==> src/rtl/i2cs_pkg.sv <==
package i2cs_pkg;
    localparam int BYTE_W = 8;
    localparam int ADDR_W = 10;
    localparam logic [4:0] TEN_PREFIX = 5'b11110;

    typedef enum logic [2:0] {
        PH_IDLE, PH_ADDR, PH_ADDR_LO, PH_RX, PH_TX
    } phase_e;

    typedef struct packed {
        phase_e            phase;
        logic [3:0]        cnt;
        logic [BYTE_W-1:0] sh;
        logic [BYTE_W-1:0] tx;
        logic [BYTE_W-1:0] rbuf;
        logic              buf_full;
        logic              ovf;
        logic              s_flag;
        logic              p_flag;
        logic              match;
        logic              rw;
        logic              ten_ok;
        logic              nack;
        logic              sda_oe;
        logic              scl_oe;
        logic              irq;
    } eng_t;
endpackage

==> src/rtl/i2cs_filter.sv <==
module i2cs_filter #(
    parameter int SYNC_STAGES = 2,
    parameter int FILT_LEN    = 3
) (
    input  logic clk,
    input  logic rst_n,
    input  logic pin,
    output logic level
);
    localparam int CW = $clog2(FILT_LEN + 1);

    logic [SYNC_STAGES-1:0] sync_q, sync_d;
    logic [CW-1:0]          cnt_q, cnt_d;
    logic                   filt_q, filt_d;
    logic                   raw;

    assign raw = sync_q[SYNC_STAGES-1];

    always_comb begin
        sync_d = {sync_q[SYNC_STAGES-2:0], pin};
        cnt_d  = cnt_q;
        filt_d = filt_q;
        if (raw == filt_q) begin
            cnt_d = '0;
        end else if (cnt_q == CW'(FILT_LEN - 1)) begin
            filt_d = raw;
            cnt_d  = '0;
        end else begin
            cnt_d = cnt_q + CW'(1);
        end
    end

    always_ff @(posedge clk or negedge rst_n) begin
        if (!rst_n) begin
            sync_q <= '1;
            cnt_q  <= '0;
            filt_q <= 1'b1;
        end else begin
            sync_q <= sync_d;
            cnt_q  <= cnt_d;
            filt_q <= filt_d;
        end
    end

    assign level = filt_q;

    // a new filtered level was present on the synchronized input beforehand
    a_r1_filter_steady: assert property (@(posedge clk) disable iff (!rst_n)
        !$stable(filt_q) |-> ($past(raw) == filt_q && $past(raw, 2) == filt_q));
endmodule

==> src/rtl/i2cs_bus_events.sv <==
module i2cs_bus_events (
    input  logic clk,
    input  logic rst_n,
    input  logic scl_f,
    input  logic sda_f,
    output logic scl_rise,
    output logic scl_fall,
    output logic start_det,
    output logic stop_det
);
    logic scl_p_q, scl_p_d, sda_p_q, sda_p_d;

    always_comb begin
        scl_p_d   = scl_f;
        sda_p_d   = sda_f;
        scl_rise  = scl_f & ~scl_p_q;
        scl_fall  = ~scl_f & scl_p_q;
        start_det = scl_f & scl_p_q & sda_p_q & ~sda_f;
        stop_det  = scl_f & scl_p_q & ~sda_p_q & sda_f;
    end

    always_ff @(posedge clk or negedge rst_n) begin
        if (!rst_n) begin
            scl_p_q <= 1'b1;
            sda_p_q <= 1'b1;
        end else begin
            scl_p_q <= scl_p_d;
            sda_p_q <= sda_p_d;
        end
    end
endmodule

==> src/rtl/i2cs_engine.sv <==
module i2cs_engine
    import i2cs_pkg::*;
(
    input  logic              clk,
    input  logic              rst_n,
    input  logic              enable,
    input  logic              ten_bit_mode,
    input  logic [ADDR_W-1:0] own_addr,
    input  logic              scl_f,
    input  logic              sda_f,
    input  logic              scl_rise,
    input  logic              scl_fall,
    input  logic              start_det,
    input  logic              stop_det,
    input  logic              wr_valid,
    input  logic [BYTE_W-1:0] wr_data,
    input  logic              rd_strobe,
    input  logic              clr_flags,
    output eng_t              st
);
    eng_t q, n;

    always_comb begin
        n = q;
        if (!enable) begin
            n = '0;
        end else begin
            if (rd_strobe) n.buf_full = 1'b0;
            if (clr_flags) begin
                n.irq = 1'b0;
                n.ovf = 1'b0;
            end
            if (start_det) begin
                n.phase  = PH_ADDR;
                n.cnt    = '0;
                n.sda_oe = 1'b0;
                n.scl_oe = 1'b0;
                n.s_flag = 1'b1;
                n.p_flag = 1'b0;
                n.match  = 1'b0;
                n.irq    = 1'b1;
            end else if (stop_det) begin
                n.phase  = PH_IDLE;
                n.cnt    = '0;
                n.sda_oe = 1'b0;
                n.scl_oe = 1'b0;
                n.s_flag = 1'b0;
                n.p_flag = 1'b1;
                n.match  = 1'b0;
                n.ten_ok = 1'b0;
                n.irq    = 1'b1;
            end else if (q.phase != PH_IDLE) begin
                if (scl_rise) begin
                    if (q.cnt < 4'd8) begin
                        n.sh  = {q.sh[BYTE_W-2:0], sda_f};
                        n.cnt = q.cnt + 4'd1;
                    end else if (q.cnt == 4'd8) begin
                        n.cnt  = 4'd9;
                        n.nack = sda_f;
                    end
                end
                if (scl_fall) begin
                    if (q.cnt == 4'd8) begin
                        n.sda_oe = 1'b0;
                        n.nack   = 1'b0;
                        unique case (q.phase)
                            PH_ADDR: begin
                                n.phase = PH_IDLE;
                                if (!ten_bit_mode) begin
                                    if (q.sh[7:1] == own_addr[6:0] && q.sh != 8'h00) begin
                                        n.phase  = q.sh[0] ? PH_TX : PH_RX;
                                        n.sda_oe = 1'b1;
                                        n.match  = 1'b1;
                                        n.rw     = q.sh[0];
                                        n.irq    = 1'b1;
                                    end
                                end else if (q.sh[7:1] == {TEN_PREFIX, own_addr[9:8]}) begin
                                    if (!q.sh[0]) begin
                                        n.phase  = PH_ADDR_LO;
                                        n.sda_oe = 1'b1;
                                    end else if (q.ten_ok) begin
                                        n.phase  = PH_TX;
                                        n.sda_oe = 1'b1;
                                        n.match  = 1'b1;
                                        n.rw     = 1'b1;
                                        n.irq    = 1'b1;
                                    end
                                end
                            end
                            PH_ADDR_LO: begin
                                n.phase = PH_IDLE;
                                if (q.sh == own_addr[7:0]) begin
                                    n.phase  = PH_RX;
                                    n.sda_oe = 1'b1;
                                    n.match  = 1'b1;
                                    n.rw     = 1'b0;
                                    n.ten_ok = 1'b1;
                                    n.irq    = 1'b1;
                                end
                            end
                            PH_RX: begin
                                if (q.buf_full && !rd_strobe) begin
                                    n.ovf = 1'b1;
                                end else begin
                                    n.rbuf     = q.sh;
                                    n.buf_full = 1'b1;
                                    n.sda_oe   = 1'b1;
                                end
                            end
                            default: ;
                        endcase
                    end else if (q.cnt == 4'd9) begin
                        n.sda_oe = 1'b0;
                        n.cnt    = '0;
                        if (q.phase == PH_TX) begin
                            if (q.nack) n.phase = PH_IDLE;
                            else        n.scl_oe = 1'b1;
                        end
                    end else if (q.phase == PH_TX && q.cnt != 4'd0) begin
                        n.tx     = {q.tx[BYTE_W-2:0], 1'b0};
                        n.sda_oe = ~q.tx[BYTE_W-2];
                    end
                end
                if (q.scl_oe && wr_valid) begin
                    n.tx     = wr_data;
                    n.sda_oe = ~wr_data[BYTE_W-1];
                    n.scl_oe = 1'b0;
                end
            end
        end
    end

    always_ff @(posedge clk or negedge rst_n) begin
        if (!rst_n) q <= '0;
        else        q <= n;
    end

    assign st = q;

    a_r3_start_sets_flags: assert property (@(posedge clk) disable iff (!rst_n)
        (enable && start_det) |=> (q.s_flag && !q.p_flag && q.irq && !q.match));
    a_r3_stop_sets_flags: assert property (@(posedge clk) disable iff (!rst_n)
        (enable && stop_det) |=> (q.p_flag && !q.s_flag && q.irq));
    a_r2_quiet_when_off: assert property (@(posedge clk) disable iff (!rst_n)
        !enable |=> (!q.sda_oe && !q.scl_oe && !q.s_flag && !q.irq));
    a_r10_write_releases_scl: assert property (@(posedge clk) disable iff (!rst_n)
        (enable && q.scl_oe && wr_valid && !start_det && !stop_det) |=> !q.scl_oe);
    a_r4_sda_moves_scl_low: assert property (@(posedge clk) disable iff (!rst_n)
        $rose(q.sda_oe) |-> !scl_f);
    a_r7_overflow_needs_full: assert property (@(posedge clk) disable iff (!rst_n)
        $rose(q.ovf) |-> $past(q.buf_full));
    a_r12_event_beats_clear: assert property (@(posedge clk) disable iff (!rst_n)
        (enable && (start_det || stop_det)) |=> q.irq);
endmodule

==> src/rtl/i2cs_port.sv <==
module i2cs_port
    import i2cs_pkg::*;
#(
    parameter int SYNC_STAGES = 2,
    parameter int FILT_LEN    = 3
) (
    input  logic              clk,
    input  logic              rst_n,
    input  logic              enable,
    input  logic              ten_bit_mode,
    input  logic [ADDR_W-1:0] own_addr,
    input  logic              scl_in,
    input  logic              sda_in,
    output logic              scl_drive_low,
    output logic              sda_drive_low,
    input  logic              wr_valid,
    input  logic [BYTE_W-1:0] wr_data,
    input  logic              rd_strobe,
    input  logic              clr_flags,
    output logic [BYTE_W-1:0] rd_data,
    output logic              buf_full,
    output logic              overflow,
    output logic              start_flag,
    output logic              stop_flag,
    output logic              addr_match,
    output logic              rw_flag,
    output logic              irq
);
    localparam int LINES = 2;

    logic [LINES-1:0] pins, lvl;
    logic scl_rise, scl_fall, start_det, stop_det;
    eng_t st;

    assign pins = {sda_in, scl_in};

    for (genvar i = 0; i < LINES; i++) begin : g_line
        i2cs_filter #(.SYNC_STAGES(SYNC_STAGES), .FILT_LEN(FILT_LEN)) u_filt (
            .clk(clk), .rst_n(rst_n), .pin(pins[i]), .level(lvl[i])
        );
    end

    i2cs_bus_events u_ev (
        .clk(clk), .rst_n(rst_n), .scl_f(lvl[0]), .sda_f(lvl[1]),
        .scl_rise(scl_rise), .scl_fall(scl_fall),
        .start_det(start_det), .stop_det(stop_det)
    );

    i2cs_engine u_eng (
        .clk(clk), .rst_n(rst_n), .enable(enable), .ten_bit_mode(ten_bit_mode),
        .own_addr(own_addr), .scl_f(lvl[0]), .sda_f(lvl[1]),
        .scl_rise(scl_rise), .scl_fall(scl_fall),
        .start_det(start_det), .stop_det(stop_det),
        .wr_valid(wr_valid), .wr_data(wr_data),
        .rd_strobe(rd_strobe), .clr_flags(clr_flags), .st(st)
    );

    assign scl_drive_low = st.scl_oe;
    assign sda_drive_low = st.sda_oe;
    assign rd_data       = st.rbuf;
    assign buf_full      = st.buf_full;
    assign overflow      = st.ovf;
    assign start_flag    = st.s_flag;
    assign stop_flag     = st.p_flag;
    assign addr_match    = st.match;
    assign rw_flag       = st.rw;
    assign irq           = st.irq;
endmodule

==> config.mk <==
export PLATFORM = sky130hd
export DESIGN_NAME = i2cs_port
export DESIGN_NICKNAME = d
export VERILOG_FILES = /design/src/rtl/i2cs_pkg.sv /design/src/rtl/i2cs_filter.sv /design/src/rtl/i2cs_bus_events.sv /design/src/rtl/i2cs_engine.sv /design/src/rtl/i2cs_port.sv
export SDC_FILE = /design/constraint.sdc
export NUM_CORES = 1
export LEC_CHECK = 0
export CAP_MARGIN = 20
export CORE_MARGIN = 2
export CORE_UTILIZATION = 25
export DETAILED_ROUTE_END_ITERATION = 10
export GPL_ROUTABILITY_DRIVEN = 0
export PLACE_DENSITY = 0.44
export SETUP_SLACK_MARGIN = 0.4
export SLEW_MARGIN = 5
export SYNTH_ARGS = -nofsm -noshare
export SYNTH_HDL_FRONTEND = slang
export SYNTH_SLANG_ARGS = --single-unit
==> constraint.sdc <==
create_clock -name clk -period 2.1 [get_ports clk]
set_input_delay 0.525 -clock clk [delete_from_list [all_inputs] [get_ports clk]]
set_output_delay 0.525 -clock clk [all_outputs]
set_load 0.02 [all_outputs]
==> impl_results.md, run 1 <==
- Largest net degree at the start of global routing: 38
- WP data required: 2.32 ns
- Max Cap Viol: 0
- Total placed cells including tap cells: 502
- Routed WL: 8110 um
- Finished Layout Cells: 527
- Critical Path AT: 2.18 ns
- Port Buffers: 43
- Routed WL per cell: 15.4 um
- FP Rows: 40
- Yosys cell types: 59
- Pwr dens: 722 nW/um^2
- Async set-or-reset flop fraction in the synthesized netlist: 100%
- Tmin final: 1.95 ns
- Total number of vias: 2506
- Mapped Area: 3050 sq um
- EDFF count, synth: 0
- DRT iter0 DRCs: 75
- Vias in the first global route: 2536
- FMAX: 0.512 GHz
- CTS tree: yes
- Via density: 4.76
- CORE AREA: 12000 sq um
- Root Driver: clkbuf_16
- Leading area contributor after synthesis: dfrtp_1
- Clock latency on the worst-skew pair: 0.30 ns
- CTS max path bufs: 2
- Area growth from synthesis to layout: 42.1%
- Number of clock sinks: 53
- Crit. End Element: register
- Peak VDD IR: 376 uV
- Final hold violation count: 0
- Worst Hold Class: in2async
- Final slew viol count: 0
- Mapped Avg Cell Area: 10.0 sq um
- Status: finished clean
- DIE AREA: 13100 sq um
- Share of cells above drive strength 1: 34.7%
- Syn Nets: 334
- ANT cells: 0
- Mapped Cells: 304
- RSZ-0062 raised after global routing: true
- Util after Layout: 36.2%
- Crit path max fanout: 4
- Yosys top cell area share: 37.0%
- Most frequent cell after synthesis: dfrtp_1
- Leak: 1.82 nW
- Die Wd: 114 um
- GRT overflow: 0
- Hpwl dp: 5860 um
- Leading post-synthesis cells by cell area: dfrtp_1 37%, dfstp_2 6.9%, a22o_1 4.6%
- Setup_tns: 0 ns
- Worst setup path category: reg2reg
- Relative slew margins: 62.6%
- Clk slew on worst S/H paths: 0.07 ns
- Final #Nets: 409
- Post-CTS Hold Fix Bufs: 0
- Tot Pwr: 0.00312 W
- Post-synth top cells: 45 x dfrtp_1, 21 x nor2_1, 20 x nand2_1, 16 x a22o_1, 14 x o21ai_0
- Post-synthesis sequential area ratio: 43.9%
- First-pass DRT Iterations: 6
- First-pass GRT wire length: 13200 um
- Worst hold margin: 0.161 ns
- Htree depth: 2
- DRC violations left: 0
- Routed Antenna Nets: 0
- Initial antenna violation count: 0
- Starting density of the core: 25.5%
- Synth warnings: 0
- Clock Skew: 0.00563 ns
- Final worst-path cycle share: 93.1%
- Synth Flop Type: dfrtp_1
- Die height: 114 um
- # IOs: 44
- Total clock buffers created by CTS: 5
- Yosys reg bits: 53
- CP startpoint kind: register
- Least-Margin Pin Slew: 0.557 ns
- Final setup fails: 0
- Total GRT Usage: 13.0%
[through the flow]
step	worst slack (ns)	instance area, sq um
detailed placement	-0.200	3790
global placement	-0.193	3790
global route	0.0649	4330
floorplan	0.273	3070
CTS	0.0721	4160
finish	0.145	4330
[flip-flops by register name, summed over array words and instances (netlist names)]
name,cells
u_ev.scl_p_q,1
g_line.u_filt.sync_q,4
g_line.u_filt.cnt_q,4
u_ev.sda_p_q,1
u_eng.st,41
g_line.u_filt.level,2
[worst max-delay path: stages, from the launching register on]
cell       delay (ns)
dfrtp_1          0.39
inv_2            0.08
ha_4             0.16
nand3b_1         0.11
or4_4            0.52
a311oi_4         0.30
o2111ai_2        0.18
o211ai_2         0.15
[layout make-up]
class	count	area, sq um
flip-flops and latches	53	1340
fillers	1187	7630
inverters	11	41.3
clock buffers	8	146
multi-input cells	212	1770
repair buffers	96	842
well taps	147	184
[layout by cell type (no fill, tap or decap), types with 4 or more instances in the layout]
| cell type | instances |
|---|---|
| nor2_1 | 17 |
| buf_4 | 45 |
| xor2_1 | 10 |
| dlygate4sd2_1 | 25 |
| nor4_2 | 4 |
| and2_1 | 5 |
| a22oi_1 | 6 |
| clkdlybuf4s50_1 | 16 |
| nor2b_1 | 4 |
| dfrtp_2 | 5 |
| dfstp_2 | 8 |
| xnor2_1 | 11 |
| nand3_1 | 6 |
| a21oi_1 | 4 |
| buf_6 | 6 |
| a22o_1 | 16 |
| o21ai_0 | 9 |
| dfrtp_1 | 40 |
| nand2_1 | 18 |
| clkbuf_16 | 5 |
| inv_1 | 9 |
| mux2_4 | 6 |
| nor3_1 | 8 |
| nand4_1 | 4 |
| nor3b_1 | 4 |
[layer usage]
layer  routed length, um  vias to the layer above  part of all wire (%)  track usage, %
li1                    -                     1238                     -               -
met1                3900                     1221                    48            17.4
met2                3860                       35                    48            21.0
met3                 193                       12                   2.4            2.22
met4                 157                        0                   1.9            4.96
met5                   0                        -                     0               0
[report_power, final]
group	switching [W]	total (W)	internal [W]
logic	0.000536	0.000997	0.000462
registers	0.000137	0.00129	0.00116
clock network	0.000356	0.000833	0.000476
total	0.00103	0.00312	0.00209
[path summary, 6_finish.rpt]
check / from / endpoint / slack, ns / depth (start not counted)
setup reg to reg: u_eng.st[36] / u_eng.st[2] / 0.15 / 7
hold reg to reg: g_line[0].u_filt.sync_q[0] / g_line[0].u_filt.sync_q[1] / 0.36 / 0
setup / recovery: u_eng.st[36] / u_eng.st[2] / 0.15 / 7
hold / removal: rst_n / u_eng.st[12] / 0.16 / 1
min in group clk: g_line[0].u_filt.sync_q[0] / g_line[0].u_filt.sync_q[1] / 0.36 / 0
max in group asynchronous: rst_n / u_ev.scl_p_q / 1.31 / 2
[repair_timing]
item,CTS,global route
gates resized for setup,64,28
gates cloned,0,0
hold endpoints to repair,0,0
pin swaps,20,23
setup buffers,11,6
setup endpoints to repair,52,38
[cell families after synthesis]
kind of cell	share of synthesized area, %
flops	43.9
compound gates	19.8
mux	3.70
simple gates	17.7
xor+xnor	6.33
buf+inv	7.31
fa+ha+maj	1.23
No activity file was read; power rests on OpenSTA's default activity.
==> run 2, diff against run 1 <==
--- a/config.mk
+++ b/config.mk
@@ -5,6 +5,7 @@
 export SDC_FILE = /design/constraint.sdc
 export NUM_CORES = 1
 export LEC_CHECK = 0
+export ABC_AREA = 1
 export CAP_MARGIN = 20
 export CORE_MARGIN = 2
 export CORE_UTILIZATION = 25
==> run 2 against run 1 <==
  * Die area grew 1.0%
  * Critical path type unchanged
  * Largest power group is now combinational cells
  * Combinational power grew 74%
  * Count of clock-buffer cells in the layout shrank 1
  * Critical endpoint is now u_eng.st[20]
  * Via count grew 10%
  * Global-route usage grew 0.38 points
==> impl_results.md, run 2 <==
- Routed WL: 8340 um
- Fin area: 4410 sq um
- Relative slew margins: 78.4%
- First-pass DRT Iterations: 4
- Worst hold margin: 0.226 ns
- Yosys reg bits: 53
- Share of cells above drive strength 1: 30.9%
- Final #Nets: 489
- Initial antenna violation count: 0
- RSZ-0062 raised after global routing: true
- DRC violations left: 0
- Total GRT Usage: 13.3%
- NetSw: 0.00143 W
- Leading area contributor after synthesis: dfrtp_1
- Die height: 115 um
- Root Driver: clkbuf_16
- Peak VDD IR: 383 uV
- Leading cell type in the layout, fill and taps excluded: nand2_1
- Max FFs per register: 41
- Routed WL per cell: 13.7 um
- Met3 Use GR: 2.37%
- Fill count: 1263
- Area growth from synthesis to layout: 43.3%
- Pwr dens: 909 nW/um^2
- Switching share of power: 35.8%
- First-pass GRT wire length: 13700 um
- Worst Setup Slack, final: 0.362 ns
- Total placed cells including tap cells: 576
- Final setup fails: 0
- Worst setup path category: reg2reg
- EDFF count, synth: 0
- Pre-CTS setup slack: -0.0424 ns
- Synth Flop Type: dfrtp_1
- Most frequent cell after synthesis: nand2_1
- Leading post-synthesis cells by cell area: dfrtp_1 37%, nand2_1 11%, dfstp_2 6.8%
- FMAX: 0.576 GHz
- Port Buffers: 43
- Die Wd: 115 um
- Total clock buffers created by CTS: 5
- Tot Pwr: 0.00401 W
- Yosys cell types: 38
- Worst Hold Class: in2async
- Async set-or-reset flop fraction in the synthesized netlist: 100%
- Sequential power share: 32.6%
- # IOs: 44
- P_int: 0.00257 W
- Least-Margin Pin Slew: 0.324 ns
- DIE AREA: 13200 sq um
- CTS max path bufs: 2
- Total number of vias: 2763
- Hpwl dp: 5920 um
- FP Rows: 40
- Number of clock sinks: 53
- Clock Power Share: 24.3%
- Clk slew on worst S/H paths: 0.07 ns
- Clock latency on the worst-skew pair: 0.29 ns
- Clock Skew: 0.00420 ns
- Met2 usage: 21.5%
- WP data required: 2.28 ns
- Global route hottest layer: met2
- Critical Path AT: 1.92 ns
- Via density: 4.55
- Leak: 2.04 nW
- Final hold violation count: 0
- Post-place instance area: 3760 sq um
- Mapped Cells: 381
- Starting density of the core: 25.6%
- Gate power share: 43.1%
- Synth warnings: 0
- Tmin final: 1.74 ns
- Largest net degree at the start of global routing: 54
- Routed Antenna Nets: 0
- DRT iter0 DRCs: 148
- Met1 Use GR: 18.3%
- Mapped Avg Cell Area: 8.08 sq um
- Post-synthesis sequential area ratio: 43.4%
- CORE AREA: 12000 sq um
- Vias in the first global route: 2740
- GRT overflow: 0
- Most frequent cells in the layout: 73 x nand2_1, 40 x inv_1, 38 x dfrtp_1, 31 x buf_4, 28 x nor2_1
- Final worst-path cycle share: 82.7%
- Syn Nets: 411
- Crit path max fanout: 6
- CP startpoint kind: register
- Yosys top cell area share: 36.6%
- Max Cap Viol: 0
- Mapped Area: 3080 sq um
- Status: finished clean
- Final slew viol count: 0
- Post-CTS Hold Fix Bufs: 0
- Crit. End Element: register
- Htree depth: 2
- ANT cells: 0
- Finished Layout Cells: 607
- CTS tree: yes
- Post-synth top cells: 90 x nand2_1, 46 x inv_1, 45 x dfrtp_1, 38 x nor2_1, 31 x o21ai_0
run 2: final cells by class:
class	count	area (sq um)	share of cell area, %
timing repair buffer	85	841	19.1
clock inverter	1	30.0	0.681
tap	147	184	4.17
sequential	53	1350	30.5
inverter	54	218	4.94
multi-input combinational	260	1650	37.4
clock buffer	7	143	3.23
run 2: repair_timing:
item / in CTS / in global routing
gates cloned: 1 / 1
resized for setup: 64 / 46
setup endpoints to repair: 54 / 37
setup buffers: 10 / 11
pin swaps: 10 / 11
run 2: kinds of logic (layout without fill, tap and decap cells):
kind of cell               after synthesis  after routing  synth area share (%)
buffers and inverters                   68            147                  9.80
AOI/OAI and AO/OA                       75             75                  15.9
muxes                                    1              1                 0.325
DFF                                     53             53                  43.4
adders and majority gates                3              3                  1.22
xor gates and xnor gates                13             13                  3.70
and+or+nand+nor                        168            168                  25.7
run 2: per-stage QoR:
stage | setup TNS (ns) | util [%]
floorplan | 0 | -
global placement | -0.199 | 31.3
detailed placement | -0.318 | 31.3
CTS | 0 | 34.8
global route | 0 | 36.7
finish | 0 | 36.7
run 2: worst paths after layout:
check	startpoint	slack [ns]	to	cells after the start
max in group asynchronous	rst_n	1.59	u_ev.sda_p_q	2
max reg2reg	u_ev.scl_p_q	0.36	u_eng.st[20]	10
max	u_ev.scl_p_q	0.36	u_eng.st[20]	10
min in group clk	g_line[1].u_filt.sync_q[0]	0.36	g_line[1].u_filt.sync_q[1]	0
min	rst_n	0.23	g_line[1].u_filt.cnt_q[0]	2
min reg2reg	g_line[1].u_filt.sync_q[0]	0.36	g_line[1].u_filt.sync_q[1]	0
run 2: worst max-delay path: stages, from the launching register on:
cell and delay, ns:
dfstp_2 0.57, nand2_4 0.08, buf_12 0.12, nor2_4 0.15, nor2_4 0.07, a21oi_4 0.17, buf_12 0.13, a31oi_4 0.04
clkbuf_16 0.18, nand2_1 0.05, o21ai_0 0.06
run 2: metal layers:
metal,wire (um),vias to the layer above
li1,-,1388
met1,3920,1333
met2,4020,35
met3,303,7
met4,95,0
met5,0,-
run 2: power groups by stage:
stage / combinational [W] / sequential [W] / clock, W
after floorplan: 0.000746 / 0.00133 / 0
after global placement: 0.00122 / 0.00131 / 0
after detailed placement: 0.00122 / 0.00131 / 0
after CTS: 0.00155 / 0.00130 / 0.00101
after global routing: 0.00189 / 0.00133 / 0.00105
final: 0.00173 / 0.00131 / 0.000974
